===== src/rtl/sdadc_pkg.sv =====
package sdadc_pkg;

    localparam int SD_WIDE  = 24;
    localparam int SD_MID   = 16;
    localparam int SD_BYTE  = 8;
    localparam int SD_CNT_W = $clog2(SD_WIDE + 1);
    localparam int SD_CH_W  = 3;

    typedef enum logic [2:0] {
        A_STAT  = 3'd0,
        A_MODE  = 3'd1,
        A_CONF  = 3'd2,
        A_DATA  = 3'd3,
        A_IDENT = 3'd4,
        A_IO    = 3'd5,
        A_OFFS  = 3'd6,
        A_FSCL  = 3'd7
    } reg_addr_e;

    typedef enum logic [1:0] {
        PH_CMD,
        PH_WR,
        PH_RD,
        PH_CRWAIT
    } phase_e;

    typedef enum logic [2:0] {
        OM_CONT   = 3'd0,
        OM_SINGLE = 3'd1,
        OM_IDLE   = 3'd2,
        OM_PDOWN  = 3'd3
    } op_mode_e;

    typedef struct packed {
        logic      wen_n;
        logic      rd;
        reg_addr_e addr;
        logic      cread;
        logic [1:0] pad;
    } cmd_t;

    typedef struct packed {
        logic [SD_WIDE-1:0] data;
        logic               err;
        logic [SD_CH_W-1:0] chan;
    } conv_t;

    localparam logic [7:0] CMD_CREAD_EXIT = 8'h58;
    localparam int MODE_SEL_HI = 15;
    localparam int MODE_SEL_LO = 13;

    function automatic logic [SD_CNT_W-1:0] reg_bits(reg_addr_e a);
        case (a)
            A_STAT, A_IDENT, A_IO: return SD_CNT_W'(SD_BYTE);
            A_MODE, A_CONF:        return SD_CNT_W'(SD_MID);
            default:               return SD_CNT_W'(SD_WIDE);
        endcase
    endfunction

    function automatic logic writable(reg_addr_e a);
        return (a == A_MODE) || (a == A_CONF) || (a == A_IO) ||
               (a == A_OFFS) || (a == A_FSCL);
    endfunction

    function automatic logic [SD_WIDE-1:0] align_msb(logic [SD_WIDE-1:0] v, reg_addr_e a);
        return v << (SD_WIDE - int'(reg_bits(a)));
    endfunction

    function automatic logic conv_allowed(logic [2:0] sel);
        return (sel == OM_CONT) || (sel == OM_SINGLE);
    endfunction

endpackage


===== src/rtl/sdadc_ones_det.sv =====
module sdadc_ones_det #(
    parameter int ONES_N = 32
) (
    input  logic clk,
    input  logic rst,
    input  logic bit_stb,
    input  logic sdi,
    output logic hit
);
    localparam int CW = $clog2(ONES_N + 1);

    logic [CW-1:0] run;
    logic          at_limit;

    assign at_limit = (run == CW'(ONES_N - 1));
    assign hit      = bit_stb && sdi && at_limit;

    always_ff @(posedge clk) begin
        if (rst) begin
            run <= '0;
        end else if (bit_stb) begin
            if (!sdi || at_limit) run <= '0;
            else                  run <= run + CW'(1);
        end
    end
endmodule


===== src/rtl/sdadc_regfile.sv =====
module sdadc_regfile
    import sdadc_pkg::*;
#(
    parameter logic [7:0]         ID_VAL   = 8'h4B,
    parameter logic [SD_MID-1:0]  MODE_RST = 16'h400A,
    parameter logic [SD_MID-1:0]  CONF_RST = 16'h0710,
    parameter logic [7:0]         IO_RST   = 8'h00,
    parameter logic [SD_WIDE-1:0] OFFS_RST = 24'h800000,
    parameter logic [SD_WIDE-1:0] FS_RST   = 24'h500000
) (
    input  logic               clk,
    input  logic               rst,
    input  logic               wr_en,
    input  reg_addr_e          wr_addr,
    input  logic [SD_WIDE-1:0] wr_data,
    input  reg_addr_e          rd_addr,
    output logic [SD_WIDE-1:0] rd_value,
    input  logic               data_taken,
    input  logic               conv_done,
    input  conv_t              conv_in,
    output logic               rdy_n,
    output logic [SD_MID-1:0]  mode_q,
    output logic [SD_MID-1:0]  conf_q
);
    logic [7:0]         io_q;
    logic [SD_WIDE-1:0] offs_q;
    logic [SD_WIDE-1:0] fs_q;
    conv_t              sample_q;
    logic               rdy_q;
    logic               accept;
    logic [2:0]         op_sel;

    assign op_sel = mode_q[MODE_SEL_HI:MODE_SEL_LO];
    assign accept = conv_done && conv_allowed(op_sel);
    assign rdy_n  = rdy_q;

    always_ff @(posedge clk) begin
        if (rst) begin
            mode_q   <= MODE_RST;
            conf_q   <= CONF_RST;
            io_q     <= IO_RST;
            offs_q   <= OFFS_RST;
            fs_q     <= FS_RST;
            sample_q <= '0;
            rdy_q    <= 1'b1;
        end else begin
            if (accept) begin
                sample_q <= conv_in;
                rdy_q    <= 1'b0;
                if (op_sel == OM_SINGLE)
                    mode_q[MODE_SEL_HI:MODE_SEL_LO] <= OM_IDLE;
            end else if (data_taken) begin
                rdy_q <= 1'b1;
            end
            if (wr_en) begin
                case (wr_addr)
                    A_MODE:  mode_q <= wr_data[SD_MID-1:0];
                    A_CONF:  conf_q <= wr_data[SD_MID-1:0];
                    A_IO:    io_q   <= wr_data[7:0];
                    A_OFFS:  offs_q <= wr_data;
                    A_FSCL:  fs_q   <= wr_data;
                    default: ;
                endcase
            end
        end
    end

    always_comb begin
        case (rd_addr)
            A_STAT:  rd_value = SD_WIDE'({rdy_q, sample_q.err, 3'b000, sample_q.chan});
            A_MODE:  rd_value = SD_WIDE'(mode_q);
            A_CONF:  rd_value = SD_WIDE'(conf_q);
            A_DATA:  rd_value = sample_q.data;
            A_IDENT: rd_value = SD_WIDE'(ID_VAL);
            A_IO:    rd_value = SD_WIDE'(io_q);
            A_OFFS:  rd_value = offs_q;
            default: rd_value = fs_q;
        endcase
    end
endmodule


===== src/rtl/sdadc_cmd_parser.sv =====
module sdadc_cmd_parser
    import sdadc_pkg::*;
(
    input  logic               clk,
    input  logic               rst,
    input  logic               bit_stb,
    input  logic               sdi,
    input  logic               if_reset,
    input  logic               rdy_n,
    input  logic [SD_WIDE-1:0] rd_value,
    output reg_addr_e          rd_addr,
    output logic               wr_en,
    output reg_addr_e          wr_addr,
    output logic [SD_WIDE-1:0] wr_data,
    output logic               data_taken,
    output logic               sdo,
    output logic               rd_active,
    output logic               cread_on
);
    phase_e              phase;
    logic [SD_CNT_W-1:0] cnt;
    logic [SD_WIDE-1:0]  shreg;
    reg_addr_e           cur_addr;
    logic                cread_q;

    cmd_t                cmd_in;
    logic [SD_WIDE-1:0]  shift_in;
    logic [SD_CNT_W-1:0] width_cur;
    logic                last_bit;
    logic                byte_end;

    assign cmd_in    = cmd_t'({shreg[6:0], sdi});
    assign shift_in  = {shreg[SD_WIDE-2:0], sdi};
    assign width_cur = reg_bits(cur_addr);
    assign last_bit  = (cnt == width_cur - SD_CNT_W'(1));
    assign byte_end  = (cnt == SD_CNT_W'(SD_BYTE - 1));

    assign rd_addr    = (phase == PH_CRWAIT) ? A_DATA : cmd_in.addr;
    assign wr_addr    = cur_addr;
    assign wr_data    = shift_in & ((SD_WIDE'(1) << width_cur) - SD_WIDE'(1));
    assign wr_en      = (phase == PH_WR) && bit_stb && last_bit && !if_reset;
    assign data_taken = (phase == PH_RD) && bit_stb && last_bit &&
                        (cur_addr == A_DATA) && !if_reset;
    assign sdo        = (phase == PH_RD) ? shreg[SD_WIDE-1] : rdy_n;
    assign rd_active  = (phase == PH_RD);
    assign cread_on   = cread_q;

    always_ff @(posedge clk) begin
        if (rst) begin
            phase    <= PH_CMD;
            cnt      <= '0;
            shreg    <= '0;
            cur_addr <= A_STAT;
            cread_q  <= 1'b0;
        end else if (if_reset) begin
            phase   <= PH_CMD;
            cnt     <= '0;
            cread_q <= 1'b0;
        end else begin
            case (phase)
                PH_CMD: begin
                    if (bit_stb) begin
                        if (byte_end) begin
                            cnt <= '0;
                            if (!cmd_in.wen_n) begin
                                if (cmd_in.rd) begin
                                    if (cmd_in.addr == A_DATA && cmd_in.cread) begin
                                        cread_q <= 1'b1;
                                        phase   <= PH_CRWAIT;
                                    end else begin
                                        cur_addr <= cmd_in.addr;
                                        shreg    <= align_msb(rd_value, cmd_in.addr);
                                        phase    <= PH_RD;
                                    end
                                end else if (writable(cmd_in.addr)) begin
                                    cur_addr <= cmd_in.addr;
                                    phase    <= PH_WR;
                                end
                            end
                        end else begin
                            cnt   <= cnt + SD_CNT_W'(1);
                            shreg <= shift_in;
                        end
                    end
                end
                PH_WR: begin
                    if (bit_stb) begin
                        shreg <= shift_in;
                        if (last_bit) begin
                            cnt   <= '0;
                            phase <= PH_CMD;
                        end else begin
                            cnt <= cnt + SD_CNT_W'(1);
                        end
                    end
                end
                PH_RD: begin
                    if (bit_stb) begin
                        shreg <= {shreg[SD_WIDE-2:0], 1'b0};
                        if (last_bit) begin
                            cnt   <= '0;
                            phase <= cread_q ? PH_CRWAIT : PH_CMD;
                        end else begin
                            cnt <= cnt + SD_CNT_W'(1);
                        end
                    end
                end
                default: begin
                    if (cnt == '0 && !rdy_n) begin
                        cur_addr <= A_DATA;
                        shreg    <= align_msb(rd_value, A_DATA);
                        phase    <= PH_RD;
                    end else if (bit_stb) begin
                        if (byte_end) begin
                            cnt <= '0;
                            if ({shreg[6:0], sdi} == CMD_CREAD_EXIT) begin
                                cread_q <= 1'b0;
                                phase   <= PH_CMD;
                            end
                        end else begin
                            cnt   <= cnt + SD_CNT_W'(1);
                            shreg <= shift_in;
                        end
                    end
                end
            endcase
        end
    end
endmodule


===== src/rtl/sdadc_serial_if.sv =====
module sdadc_serial_if
    import sdadc_pkg::*;
#(
    parameter int                 ONES_N   = 32,
    parameter logic [7:0]         ID_VAL   = 8'h4B,
    parameter logic [SD_MID-1:0]  MODE_RST = 16'h400A,
    parameter logic [SD_MID-1:0]  CONF_RST = 16'h0710,
    parameter logic [7:0]         IO_RST   = 8'h00,
    parameter logic [SD_WIDE-1:0] OFFS_RST = 24'h800000,
    parameter logic [SD_WIDE-1:0] FS_RST   = 24'h500000
) (
    input  logic               clk,
    input  logic               rst,
    input  logic               bit_stb,
    input  logic               sdi,
    output logic               sdo,
    input  logic               conv_done,
    input  logic [SD_WIDE-1:0] conv_data,
    input  logic               conv_err,
    input  logic [SD_CH_W-1:0] conv_chan,
    output logic [SD_MID-1:0]  mode_word,
    output logic [SD_MID-1:0]  conf_word
);
    logic               if_reset;
    logic               rdy_n;
    logic [SD_WIDE-1:0] rd_value;
    reg_addr_e          rd_addr;
    logic               wr_en;
    reg_addr_e          wr_addr;
    logic [SD_WIDE-1:0] wr_data;
    logic               data_taken;
    logic               rd_active;
    logic               cread_on;
    conv_t              conv_in;

    assign conv_in = '{data: conv_data, err: conv_err, chan: conv_chan};

    sdadc_ones_det #(.ONES_N(ONES_N)) u_ones (
        .clk     (clk),
        .rst     (rst),
        .bit_stb (bit_stb),
        .sdi     (sdi),
        .hit     (if_reset)
    );

    sdadc_cmd_parser u_parser (
        .clk        (clk),
        .rst        (rst),
        .bit_stb    (bit_stb),
        .sdi        (sdi),
        .if_reset   (if_reset),
        .rdy_n      (rdy_n),
        .rd_value   (rd_value),
        .rd_addr    (rd_addr),
        .wr_en      (wr_en),
        .wr_addr    (wr_addr),
        .wr_data    (wr_data),
        .data_taken (data_taken),
        .sdo        (sdo),
        .rd_active  (rd_active),
        .cread_on   (cread_on)
    );

    sdadc_regfile #(
        .ID_VAL   (ID_VAL),
        .MODE_RST (MODE_RST),
        .CONF_RST (CONF_RST),
        .IO_RST   (IO_RST),
        .OFFS_RST (OFFS_RST),
        .FS_RST   (FS_RST)
    ) u_regs (
        .clk        (clk),
        .rst        (rst),
        .wr_en      (wr_en),
        .wr_addr    (wr_addr),
        .wr_data    (wr_data),
        .rd_addr    (rd_addr),
        .rd_value   (rd_value),
        .data_taken (data_taken),
        .conv_done  (conv_done),
        .conv_in    (conv_in),
        .rdy_n      (rdy_n),
        .mode_q     (mode_word),
        .conf_q     (conf_word)
    );
endmodule


===== config.mk =====
export PLATFORM = sky130hd
export DESIGN_NAME = sdadc_serial_if
export DESIGN_NICKNAME = d
export VERILOG_FILES = /design/src/rtl/sdadc_pkg.sv /design/src/rtl/sdadc_ones_det.sv /design/src/rtl/sdadc_regfile.sv /design/src/rtl/sdadc_cmd_parser.sv /design/src/rtl/sdadc_serial_if.sv
export SDC_FILE = /design/constraint.sdc
export NUM_CORES = 1
export LEC_CHECK = 0
export ABC_AREA = 1
export BUFFER_PORTS_ARGS = -buffer_cell sky130_fd_sc_hd__buf_2
export CORE_MARGIN = 2
export CORE_UTILIZATION = 35
export DETAILED_ROUTE_END_ITERATION = 10
export PLACE_DENSITY = 0.62
export SYNTH_ARGS = -nofsm -noshare
export SYNTH_HDL_FRONTEND = slang
export SYNTH_SLANG_ARGS = --single-unit

===== constraint.sdc =====
create_clock -name clk -period 5.9 [get_ports clk]
set_clock_uncertainty 0.2 [all_clocks]
set_input_delay 1.18 -clock clk [delete_from_list [all_inputs] [get_ports clk]]
set_output_delay 1.18 -clock clk [all_outputs]
set_load 0.02 [all_outputs]

==> results by group <==
Synth
  – Sequential share of the synthesized area: between 30% and 40%
  – Synth area leader: dfxtp_1
  – Top post-synthesis cells by area: dfxtp_1 (37%), nand2_1 (11%), o21ai_0 (8.8%)
  – Mapped cell area: 0.00845 mm²
  – Synth Flop Type: dfxtp_1
  – Yosys reg bits: approximately 160
  – Most frequent cell after synthesis: nand2_1
  – Synth top cells by count: nand2_1 (243), nor2_1 (163), dfxtp_1 (158)
  – Net count after synthesis: ~1300
  – Synthesized netlist cell count: about 1300
  – Cell variety after synth: 39
  – Synthesized area per cell: roughly 6.6 µm²
  – Synth Warn #: 0
  – Share of the synthesized area in the top cell type: ~37%
  – Post-synth EDFFs: 0
  – Asr flop ratio synth: 0%

Floorplanning
  – Die height: 159 µm
  – Die ar.: 0.0254 mm²
  – Core area: 0.0236 mm²
  – Initial Utilization: 35.8%
  – IO Count: between 60 and 70
  – Row count: 56
  – Die X: ~160 µm

Worst setup path
  – Worst EP required: 6060 ps
  – Critical path, cell by cell: ha_1 > buf_4 > nor2_2 > nand3_1 > o21ai_0 > nor2_1 > nand2_1 > nand2_1 > nand2_1 > nand3_1 > nand2_1 > nand2_1 > a21oi_1
  – Worst path max stage delay: about 700 ps
  – Crit-path leading delay family: simple AND/OR/NAND/NOR gates
  – Crit path kind: register to register
  – Worst-path maximum fanout: 23
  – Worst setup EP type: register
  – FF-to-FF End: u_parser.shreg[21]$_SDFFE_PP0P_
  – CP max-delay cell: nor2_2
  – Crit path top cell by count: nand2_1
  – Critical Path Source Type: register
  – CP arrival: 3830 ps
  – Reg2reg setup slack: around 2200 ps
  – CP bufs+invs: 1
  – Reg2Reg Launch Point: u_parser.phase[0]$_SDFFE_PP0P_
  – R2R depth: 13

Place
  – Gpl congestion: roughly 0.95
  – DP HPWL: roughly 20 mm
  – Count of input and output buffers: between 60 and 70

Power and ir drop
  – Maximum VDD drop: 0.177 mV
  – Sw Share: 25.5%
  – Internal power: approximately 1.8 mW
  – Sequential share of power: a little under half
  – Psw: slightly above 600 µW
  – Pleak: approximately 4.1 nW
  – Clock power share: just under 50%
  – Comb power frac: 5.3%
  – Pwr Density: roughly 250 mW/mm²

Finish
  – FILL cells: between 2000 and 3000
  – Diode count: 0
  – Finished Core Util: 40.4%
  – Area growth, synth to finish: 12.8%
  – Nets: ~1300
  – Layout cell share with drive strength beyond 1: a little over a tenth

Clock network
  – TritonCTS clock tree: built
  – CTS Buffer Depth: 2
  – Clk Latency, worst-skew pair: ~440 ps
  – Clk slew on worst S/H paths: ~70 ps
  – Post_cts resized: 0
  – Root Driver: clkbuf_16
  – Setup repair bufs after CTS: 0
  – H-tree depth: 4
  – Hold Buf Count CTS: 0
  – CTS buffer count: 17
  – Sink Count: roughly 160

Routing
  – Drt via density: between 5 and 6
  – Initial DRC count: ~820
  – Routed Antenna Nets: 0
  – Drt drc: 0
  – Drt pass-1 iters: 8
  – Routed WL: ~28 mm
  – Wirelength per Cell: between 15 and 20 µm
  – Vias: around 8800

GRT
  – Met3 Use GR: 4.38%
  – Gr usage total: 22.2%
  – GRT met1 Usage: between 30% and 40%
  – Global-route wire length before repair: roughly 45 mm
  – Grt ovf: 0
  – Number of global-route vias before repair: 8031
  – Initial antenna violation count: 0
  – Pin count of the biggest net entering global routing: 65
  – Met2 usage: ~34%
  – GRT busiest layer: met2

STA
  – Final hold violations: 0
  – Final Cycle Share: between 60 and 70%
  – Worst Max-Slew Pin Slew: ~1100 ps
  – Finish-stage setup viols: 0
  – Fmax: ~270 MHz
  – Count of pins over their slew limit: 0
  – Tmin final: 3670 ps
  – Normalized max-slew margin: about a quarter
  – RSZ-0062 raised after global routing: false
  – Post-route setup TNS: 0 ps

Worst hold path
  – Hold Crit Start: u_regs.fs_q[13]$_SDFFE_PP0P_
  – Type of the worst min-delay path: register to register
  – Cell depth of the worst hold path: 2
  – WHS Endpoint: u_regs.fs_q[13]$_SDFFE_PP0P_

Status
  – Status: completed

Flow run
  – Max Cap Viol: 0
==> power groups by stage <==
stage          Sequential [mW]  Combinational (mW)  Clock (mW)
5_1_grt                   1.09               0.142        1.26
6_report                  1.09               0.128        1.20
4_1_cts                   1.09               0.125        1.21
2_1_floorplan             1.11              0.0874           0
3_3_place_gp              1.11               0.125           0
3_5_place_dp              1.11               0.125           0
==> sequential cells by signal, summed over array words and instances, names as in the netlist, 2 cells and up <==
| name | cells |
|---|---|
| u_regs.sample_q | 28 |
| u_parser.shreg | 24 |
| u_regs.fs_q | 24 |
| u_regs.offs_q | 24 |
| u_regs.conf_q | 16 |
| u_regs.mode_q | 16 |
| u_regs.io_q | 8 |
| u_ones.run | 6 |
| u_parser.cnt | 5 |
| u_parser.wr_addr | 3 |
| u_parser.phase | 2 |
==> how the worst max path moves through the flow <==
stage | from | end | slack, ps | cells past startpoint
after floorplan | bit_stb | u_regs.fs_q[21]$_SDFFE_PP0P_ | 3170 | 12
after global placement | rst | u_regs.conf_q[14]$_SDFFE_PP0P_ | 2320 | 6
after detailed placement | rst | u_regs.sample_q[10]$_SDFFE_PP0P_ | 2340 | 6
after CTS | u_parser.phase[0]$_SDFFE_PP0P_ | u_parser.shreg[21]$_SDFFE_PP0P_ | 2340 | 13
after global routing | u_parser.wr_addr[2]$_SDFFE_PP0P_ | u_regs.io_q[6]$_SDFFE_PP0P_ | 1960 | 16
final | u_parser.phase[0]$_SDFFE_PP0P_ | u_parser.shreg[21]$_SDFFE_PP0P_ | 2230 | 13
==> layer usage <==
metal | vias to the layer above | part of all wire, %
li1 | 4307 | -
met1 | 4043 | 46
met3 | 51 | 8.0
met2 | 396 | 44
met4 | 0 | 2.1
met5 | - | 0
==> placed cells by master (no fill, tap or decap), types with 2 or more instances in the layout <==
master       n
nand2_1    243
nor2_1     163
dfxtp_1    158
o21ai_0    149
a21oi_1    132
inv_1      114
nand3_1     89
buf_2       65
nand4_1     52
clkbuf_16   17
ha_1        14
o211ai_1    13
buf_4       12
or2_2       11
a211oi_1    11
inv_2        9
nor2_2       6
nor3_1       6
and2_1       5
inv_6        5
o21ai_1      4
xor2_1       3
a31oi_1      3
a22oi_1      3
inv_8        3
bufinv_16    3
nand3_2      2
nand2_2      2
nand4_2      2
o22ai_1      2
clkinv_4     2
==> cell type report <==
class	count	area [µm²]	share of cell area, %
Sequential cell	158	3160	33.2
Clock buffer	18	429	4.50
Timing Repair Buffer	77	415	4.36
Multi-Input combinational cell	924	4460	46.8
Inverter	124	467	4.90
Tap cell	319	399	4.19
Clock inverter	14	193	2.02
==> logic make-up (layout without fill, tap and decap cells) <==
kind of cell | count (synthesis) | count (layout) | synth area share, %
AO/OA/AOI/OAI | 321 | 321 | 20.1
buffers and inverters | 201 | 233 | 9.79
flip-flops | 158 | 158 | 37.4
XOR/XNOR | 4 | 4 | 0.415
AND/OR/NAND/NOR | 585 | 585 | 30.2
adder cells (fa/ha/maj) | 14 | 14 | 2.07
==> tightest hold or removal path: stages, from the launching register on <==
cell and delay [ps]:
dfxtp_1 300, inv_1 60, a21oi_1 50
==> per-stage QoR <==
step	std cells	setup slack [ps]	hold slack, ps	instance area (µm²)	power, mW
4_1_cts	1634	2340	253	9530	2.42
2_1_floorplan	1283	3170	224	8450	1.19
6_report	1634	2230	256	9530	2.41
5_1_grt	1634	1960	276	9530	2.49
3_5_place_dp	1602	2340	241	8910	1.24
3_3_place_gp	1602	2320	236	8910	1.24
(Power assumes the default switching activity.)
